==> config.mk <==
export PLATFORM = sky130hd
export DESIGN_NAME = spim_engine
export DESIGN_NICKNAME = d
export VERILOG_FILES = /design/src/rtl/spim_pkg.sv /design/src/rtl/spim_baud.sv /design/src/rtl/spim_shifter.sv /design/src/rtl/spim_engine.sv
export SDC_FILE = /design/constraint.sdc
export NUM_CORES = 1
export LEC_CHECK = 0
export ABC_AREA = 1
export CAP_MARGIN = 25
export CORE_ASPECT_RATIO = 0.9
export CORE_MARGIN = 4
export CORE_UTILIZATION = 53
export CTS_CLUSTER_DIAMETER = 30
export CTS_CLUSTER_SIZE = 10
export DETAILED_ROUTE_END_ITERATION = 7
export GPL_TIMING_DRIVEN = 0
export PLACE_DENSITY = 0.74
export SYNTH_ARGS = -nofsm -noshare
export SYNTH_HDL_FRONTEND = slang
export SYNTH_HIERARCHICAL = 1
export SYNTH_SLANG_ARGS = --single-unit
==> constraint.sdc <==
create_clock -name clk -period 2.3 [get_ports clk]
set_clock_uncertainty 0.2 [all_clocks]
set_input_delay 0.23 -clock clk [delete_from_list [all_inputs] [get_ports clk]]
set_output_delay 0.23 -clock clk [all_outputs]
set_load 0.005 [all_outputs]
==> src/rtl/spim_pkg.sv <==
package spim_pkg;
  localparam int REG_W  = 8;
  localparam int ADDR_W = 3;

  typedef enum logic [1:0] {
    MODE_ASYNC = 2'b00,
    MODE_SYNC  = 2'b01,
    MODE_RSVD  = 2'b10,
    MODE_SPIM  = 2'b11
  } mode_e;

  typedef struct packed {
    logic lsb_first;
    logic cpha;
    logic cpol;
  } fmt_t;

  localparam logic [ADDR_W-1:0] A_DATA = 3'd0;
  localparam logic [ADDR_W-1:0] A_STAT = 3'd1;
  localparam logic [ADDR_W-1:0] A_CTLB = 3'd2;
  localparam logic [ADDR_W-1:0] A_CTLC = 3'd3;
  localparam logic [ADDR_W-1:0] A_DIV  = 3'd4;

  localparam int ST_RXC   = 7;
  localparam int ST_TXC   = 6;
  localparam int CB_TXCIE = 6;
  localparam int CB_DREIE = 5;
  localparam int CB_RXEN  = 4;
  localparam int CB_TXEN  = 3;
  localparam int CC_ORD   = 2;
  localparam int CC_PHA   = 1;
  localparam int CC_POL   = 0;

  function automatic fmt_t fmt_from_reg(input logic [REG_W-1:0] v);
    fmt_t f;
    f.lsb_first = v[CC_ORD];
    f.cpha      = v[CC_PHA];
    f.cpol      = v[CC_POL];
    return f;
  endfunction
endpackage

==> src/rtl/spim_baud.sv <==
module spim_baud #(
  parameter int CNT_W = 8
) (
  input  logic             clk,
  input  logic             rst_n,
  input  logic             run,
  input  logic [CNT_W-1:0] div,
  output logic             tick
);
  logic [CNT_W-1:0] cnt_q;

  assign tick = run && (cnt_q == div);

  always_ff @(posedge clk or negedge rst_n) begin
    if (!rst_n)            cnt_q <= '0;
    else if (!run || tick) cnt_q <= '0;
    else                   cnt_q <= cnt_q + CNT_W'(1);
  end
endmodule

==> src/rtl/spim_shifter.sv <==
module spim_shifter
  import spim_pkg::*;
#(
  parameter int DATA_W = 8
) (
  input  logic              clk,
  input  logic              rst_n,
  input  logic              load,
  input  logic [DATA_W-1:0] load_data,
  input  fmt_t              load_fmt,
  input  logic              idle_cpol,
  input  logic              tick,
  input  logic              miso,
  output logic              busy,
  output logic              sck,
  output logic              mosi,
  output logic              done,
  output logic [DATA_W-1:0] rx_word
);
  localparam int IDX_W  = $clog2(DATA_W);
  localparam int EDGE_W = IDX_W + 1;
  localparam logic [EDGE_W-1:0] LAST_EDGE = EDGE_W'(2*DATA_W-1);

  function automatic logic [IDX_W-1:0] slot(input logic [IDX_W-1:0] pos, input logic lsb);
    return lsb ? pos : (IDX_W'(DATA_W-1) - pos);
  endfunction

  logic              busy_q, lvl_q, mosi_q;
  logic [EDGE_W-1:0] edge_q;
  logic [EDGE_W:0]   edge_inc;
  logic [IDX_W-1:0]  out_pos, smp_pos;
  logic [DATA_W-1:0] tx_q, rx_q;
  fmt_t              fmt_q;
  logic              sample_evt, change_evt, out_ok;

  assign edge_inc   = {1'b0, edge_q} + (EDGE_W+1)'(1);
  assign out_pos    = edge_inc[IDX_W:1];
  assign smp_pos    = edge_q[EDGE_W-1:1];
  assign out_ok     = (edge_q != LAST_EDGE);
  assign sample_evt = busy_q && tick && (edge_q[0] == fmt_q.cpha);
  assign change_evt = busy_q && tick && (edge_q[0] != fmt_q.cpha);
  assign done       = busy_q && tick && (edge_q == LAST_EDGE);

  always_comb begin
    rx_word = rx_q;
    if (sample_evt) rx_word[slot(smp_pos, fmt_q.lsb_first)] = miso;
  end

  always_ff @(posedge clk or negedge rst_n) begin
    if (!rst_n) begin
      busy_q <= 1'b0;
      lvl_q  <= 1'b0;
      mosi_q <= 1'b0;
      edge_q <= '0;
      tx_q   <= '0;
      rx_q   <= '0;
      fmt_q  <= '0;
    end else if (load) begin
      busy_q <= 1'b1;
      lvl_q  <= 1'b0;
      edge_q <= '0;
      tx_q   <= load_data;
      rx_q   <= '0;
      fmt_q  <= load_fmt;
      if (!load_fmt.cpha) mosi_q <= load_data[slot('0, load_fmt.lsb_first)];
    end else if (busy_q && tick) begin
      lvl_q  <= ~lvl_q;
      edge_q <= edge_q + EDGE_W'(1);
      rx_q   <= rx_word;
      if (change_evt && out_ok) mosi_q <= tx_q[slot(out_pos, fmt_q.lsb_first)];
      if (done) busy_q <= 1'b0;
    end
  end

  assign busy = busy_q;
  assign sck  = busy_q ? (fmt_q.cpol ^ lvl_q) : idle_cpol;
  assign mosi = mosi_q;
endmodule

==> src/rtl/spim_engine.sv <==
module spim_engine
  import spim_pkg::*;
(
  input  logic              clk,
  input  logic              rst_n,
  input  logic [ADDR_W-1:0] bus_addr,
  input  logic              bus_wr,
  input  logic              bus_rd,
  input  logic [REG_W-1:0]  bus_wdata,
  output logic [REG_W-1:0]  bus_rdata,
  input  logic              gie,
  input  logic              txc_ack,
  input  logic              miso,
  output logic              sck,
  output logic              mosi,
  output logic              tx_drive,
  output logic              irq_txc,
  output logic              irq_dre
);
  mode_e            mode_q;
  fmt_t             fmt_q;
  logic [REG_W-1:0] div_q, tx_buf, rx_buf;
  logic             txc_ie, dre_ie, rx_en, tx_en;
  logic             buf_full, txc, rx_full;

  // named internal events
  logic             mode_spi, busy, tick, done, load, data_accept, dre;
  logic             wr_stat, wr_ctlb, wr_ctlc, wr_div, pop_rx;
  logic [REG_W-1:0] rx_word;

  assign mode_spi    = (mode_q == MODE_SPIM);
  assign dre         = !buf_full;
  assign tx_drive    = tx_en || buf_full || busy;
  assign data_accept = bus_wr && (bus_addr == A_DATA) && tx_en && !buf_full;
  assign load        = mode_spi && buf_full && !busy;
  assign wr_stat     = bus_wr && (bus_addr == A_STAT);
  assign wr_ctlb     = bus_wr && (bus_addr == A_CTLB);
  assign wr_ctlc     = bus_wr && (bus_addr == A_CTLC);
  assign wr_div      = bus_wr && (bus_addr == A_DIV);
  assign pop_rx      = bus_rd && (bus_addr == A_DATA);

  spim_baud #(.CNT_W(REG_W)) u_baud (
    .clk(clk), .rst_n(rst_n), .run(busy), .div(div_q), .tick(tick)
  );

  spim_shifter #(.DATA_W(REG_W)) u_shift (
    .clk(clk), .rst_n(rst_n), .load(load), .load_data(tx_buf),
    .load_fmt(fmt_q), .idle_cpol(fmt_q.cpol), .tick(tick), .miso(miso),
    .busy(busy), .sck(sck), .mosi(mosi), .done(done), .rx_word(rx_word)
  );

  // configuration registers
  always_ff @(posedge clk or negedge rst_n) begin
    if (!rst_n) begin
      mode_q <= MODE_ASYNC;
      fmt_q  <= '0;
      div_q  <= '0;
      txc_ie <= 1'b0;
      dre_ie <= 1'b0;
      rx_en  <= 1'b0;
      tx_en  <= 1'b0;
    end else begin
      if (wr_ctlc) begin
        mode_q <= mode_e'(bus_wdata[7:6]);
        fmt_q  <= fmt_from_reg(bus_wdata);
      end
      if (wr_div) div_q <= bus_wdata;
      if (wr_ctlb) begin
        txc_ie <= bus_wdata[CB_TXCIE];
        dre_ie <= bus_wdata[CB_DREIE];
        rx_en  <= bus_wdata[CB_RXEN];
        tx_en  <= bus_wdata[CB_TXEN];
      end
    end
  end

  // transmit buffer and completion flag
  always_ff @(posedge clk or negedge rst_n) begin
    if (!rst_n) begin
      tx_buf   <= '0;
      buf_full <= 1'b0;
      txc      <= 1'b0;
    end else begin
      if (data_accept) begin
        tx_buf   <= bus_wdata;
        buf_full <= 1'b1;
      end else if (load) begin
        buf_full <= 1'b0;
      end
      if (done && !buf_full)                          txc <= 1'b1;
      else if (txc_ack || (wr_stat && bus_wdata[ST_TXC])) txc <= 1'b0;
    end
  end

  // receive buffer
  always_ff @(posedge clk or negedge rst_n) begin
    if (!rst_n) begin
      rx_buf  <= '0;
      rx_full <= 1'b0;
    end else if (!rx_en) begin
      rx_buf  <= '0;
      rx_full <= 1'b0;
    end else if (done) begin
      rx_buf  <= rx_word;
      rx_full <= 1'b1;
    end else if (pop_rx) begin
      rx_full <= 1'b0;
    end
  end

  always_comb begin
    case (bus_addr)
      A_DATA:  bus_rdata = rx_buf;
      A_STAT:  bus_rdata = {rx_full, txc, dre, 5'b00000};
      A_CTLB:  bus_rdata = {1'b0, txc_ie, dre_ie, rx_en, tx_en, 3'b000};
      A_CTLC:  bus_rdata = {mode_q, 3'b000, fmt_q.lsb_first, fmt_q.cpha, fmt_q.cpol};
      A_DIV:   bus_rdata = div_q;
      default: bus_rdata = '0;
    endcase
  end

  assign irq_txc = txc_ie && gie && txc;
  assign irq_dre = dre_ie && gie && dre;
endmodule

==> reports/summary.log <==
qor: power.power.switching 1.58 mW
qor: floorplanning.die_h 87.4 µm
qor: sta.setup_slack 20.5 ps
qor: clock_network.clock_latency_at_the_later_pin_of_the_worst_skew_pair 350 ps
qor: power.design_power_total 4.41 mW
qor: route.drc 0
qor: sta.finalSetupViolCount 0
qor: floorplanning.start_util 55.5%
qor: final_layout.multi_input_comb_area 1740 µm²
qor: clock_network.cts.sink_count 70
qor: critical_path.required 2340 ps
qor: floorplanning.die_w 96.2 µm
qor: synthesis.synth_area_per_cell 7.50 µm²
qor: placement.place_worst_setup_slack -270 ps
qor: route.drtIter0Drc 157
qor: placement.place.port_buffers 29
qor: sta.finalHoldViolations 0
qor: critical_path.cp-endpoint rx_buf[3]
qor: synthesis.synthesized_instance_count 495
qor: synthesis.ys_ff_latch 70
qor: critical_path.timing.critical_path.cells xnor2_1 > nand2_1 > nor2_2 > nand2_2 > nor2_4 > nand2_4 > inv_4 > nand2_4 > nor2_4 > nand2_2 > o21ai_2 > inv_1 > nand3_1 > o21ai_1
qor: final_layout.finish.net_count 578
qor: synthesis.synth_cell_types 31
qor: global_route.grt_antenna_before_repair 0
qor: synthesis.synth_top_area_share 47.2%
qor: critical_path.r2r_cells 14
qor: power.max_ir_drop_vdd 0.413 mV
qor: synthesis.mappedNetlistNets 515
qor: power.combinationalPowerShare 33.2%
qor: clock_network.number_of_buffers_added_by_the_clock_tree_synthesis_step 9
qor: clock_network.clock_tree_from_tritoncts done
qor: synthesis.netlist_area 3710 µm²
qor: sta.timing.final.max_slew_violations 0
qor: global_route.number_of_global_route_vias_before_repair 3196
qor: final_layout.antennaDiodeCount 0
qor: floorplanning.coreArea 6690 µm²
qor: synthesis.yosys_warnings 6
qor: final_layout.fillCellCount 542
qor: final_layout.area_growth 24.5%
qor: clock_network.clk_pin_slew 80 ps
qor: power.cellInternalPower 2.83 mW
qor: critical_path.slowest_delay 420 ps
qor: critical_path.r2r-start u_baud/cnt_q[6]
qor: worst_hold_path.timing.hold.worst.class in2reg
qor: sta.timing_worst_slew_pin_value 879 ps
qor: power.power.density 955 nW/µm²
qor: route.route.antenna.remaining_nets 0
qor: sta.unrepaired_setup_endpoints_after_global_routing true
qor: synthesis.synth_top_area_cell dfrtp_1
qor: floorplanning.floorplan.rows 28
qor: final_layout.layout-drive-gt1-share 17.1%
qor: synthesis.register_area_share_after_synthesis 47.2%
qor: route.dr_total_vias 3314
qor: placement.detail_placement_hpwl 6.18 mm
qor: critical_path.worstSetupEndpointType flop
qor: sta.timing.final.crit_share 99.1%
qor: synthesis.synth_ff_type dfrtp_1
qor: global_route.grt_overflow 0
qor: critical_path.cp.depth 14
qor: final_layout.layout.core_utilization 69.1%
qor: final_layout.regArea 1750 µm²
qor: critical_path.crit_fanout 4
qor: route.first_drt_pass_iteration_count 5
qor: floorplanning.num_io_pins 31
qor: critical_path.setup.worst_path.class reg2reg
qor: critical_path.cp-startpoint u_baud/cnt_q[6]
qor: power.power.static_leakage 2.40 nW
qor: clock_network.cts-htree-levels 3
qor: critical_path.timing.reg2reg.setup_slack 20 ps
qor: route.detail_route.wirelength 8.93 mm
qor: power.power.clock.fraction 25.9%
qor: sta.highest_clock_frequency_the_design_can_meet 439 MHz
qor: power.power_switching_share 35.9%
qor: global_route.grt_first_pass_wirelength 14.6 mm
qor: critical_path.critical_path.reg2reg.endpoint rx_buf[3]
qor: critical_path.timing.critical_path.arrival 2320 ps
qor: floorplanning.area_enclosed_by_the_die_boundary 8410 µm²
qor: flow_run.timing.max_cap.violations 0
qor: sta.setup_tns 0 ps
qor: route.wire_per_inst 13.7 µm
qor: critical_path.critical_path_buf_inv_count 2
qor: route.detail_route.vias_per_cell 5.08
qor: power.power.share.sequential 40.9%
qor: synthesis.synth_top_cells_by_area dfrtp_1 (47%), nand2_1 (18%), inv_1 (6.4%)
qor: global_route.groute.usage.overall 22.8%
qor: placement.finalWeightedCongestion 0.912
qor: critical_path.startpoint_type flop
qor: synthesis.count_of_flip_flops_with_a_built_in_enable_after_synthesis 0
qor: sta.finalHoldWorstSlack 99.9 ps
qor: sta.timing.final.crit_period 2280 ps
qor: outcome.run_status finished clean
qor: critical_path.crit_family simple AND/OR/NAND/NOR gates
qor: global_route.largest_net_degree_at_the_start_of_global_routing 71
qor: clock_network.clk_path_buf_depth 2
qor: critical_path.critical-path-slowest-cell dfrtp_1
qor: clock_network.cts_root_buffer clkbuf_8
qor: sta.max_slew_margin 41.4%
qor: synthesis.async_flop_share 100%
-- cell usage after synthesis, types with 2 or more instances --
master	count
nor2_4	4
nor2_1	30
xnor2_1	8
inv_1	63
o21ai_1	7
nor3_2	2
o211ai_1	3
dfrtp_1	70
nand4_1	4
ha_1	2
nor3_1	4
nand3_1	47
a21oi_1	5
clkbuf_1	7
buf_6	2
nor2_2	4
o21ai_0	29
nand2_2	4
xor2_1	3
inv_2	4
nand2_1	183
-- timing repair --
action,4_1_cts,5_1_grt
resized for setup,15,28
pin swaps,1,19
endpoints found under the hold margin,70,0
buffers inserted,2,21
hold buffers,1,0
endpoints found under the setup margin,25,20
-- how the worst min path moves through the flow --
stage                     start         to  cells after the start
finish              bus_addr[0]        txc                      4
global route        bus_addr[0]        txc                      4
CTS                 bus_addr[0]        txc                      4
detailed placement        rst_n  rx_buf[5]                      1
global placement      tx_buf[7]  tx_buf[7]                      2
floorplan                 rst_n   buf_full                      0
-- worst register-to-register path, delay by kind of cell (launching register included) --
kind,cells,cell delay [ps]
simple gates,9,990
flops,1,420
compound gates,2,270
xor+xnor,1,160
buf+inv,2,150
-- area by class of cell --
class                   count  area share, %
plain buffers               9           1.11
clock buffers              11           3.27
clock inverters             5           1.76
inverters                  68           5.68
multi-input cells         347           37.7
flip-flops and latches     70           37.9
well taps                  90           2.44
repair buffers             53           10.1
-- metal layers --
metal  track usage, %  vias to the layer above  routed length (µm)
met5                0                        -                   0
met3             5.10                       13                 424
met4             8.79                        0                 130
li1                 -                     1672                   -
met1             31.4                     1552                4090
met2             35.2                       77                4290
-- cell families after synthesis --
family / share of synthesized area (%)
AOI/OAI and AO/OA: 6.47
DFF: 47.2
adders and majority gates: 0.674
xor gates and xnor gates: 3.77
and+or+nand+nor: 33.5
buffers and inverters: 8.46
-- per-stage QoR --
stage | std cells | instance area, µm²
2_1_floorplan | 495 | 3710
3_3_place_gp | 614 | 4120
3_5_place_dp | 614 | 4110
4_1_cts | 633 | 4410
5_1_grt | 653 | 4620
6_report | 653 | 4620
-- sequential cells by signal, indices dropped and copies added, names as in the netlist --
signal,count
div_q,8
rx_buf,8
tx_buf,8
u_baud/cnt_q,8
u_shift/rx_q,8
u_shift/tx_q,8
u_shift/edge_q,4
fmt_q,3
u_shift/fmt_q,3
mode_q,2
buf_full,1
dre_ie,1
rx_en,1
rx_full,1
tx_en,1
txc,1
txc_ie,1
u_shift/busy,1
u_shift/lvl_q,1
u_shift/mosi,1
-- cell usage in the layout, fill, tap and decap left out, drive strengths merged, types with 5 or more instances in the layout --
cell type	instances
nand2	188
dfrtp	70
inv	68
nand3	48
nor2	39
o21ai	36
buf	27
clkdlybuf4s50	26
clkbuf	17
xnor2	9
nor3	6
a21oi	5
-- power groups by stage --
stage               registers (mW)  logic (mW)  clock network, mW
finish                        1.81        1.47               1.14
floorplan                     1.77        1.01                  0
global route                  1.85        1.66               1.21
detailed placement            1.85        1.37                  0
global placement              1.84        1.32                  0
CTS                           1.81        1.31               1.16
(Power assumes the default switching activity.)
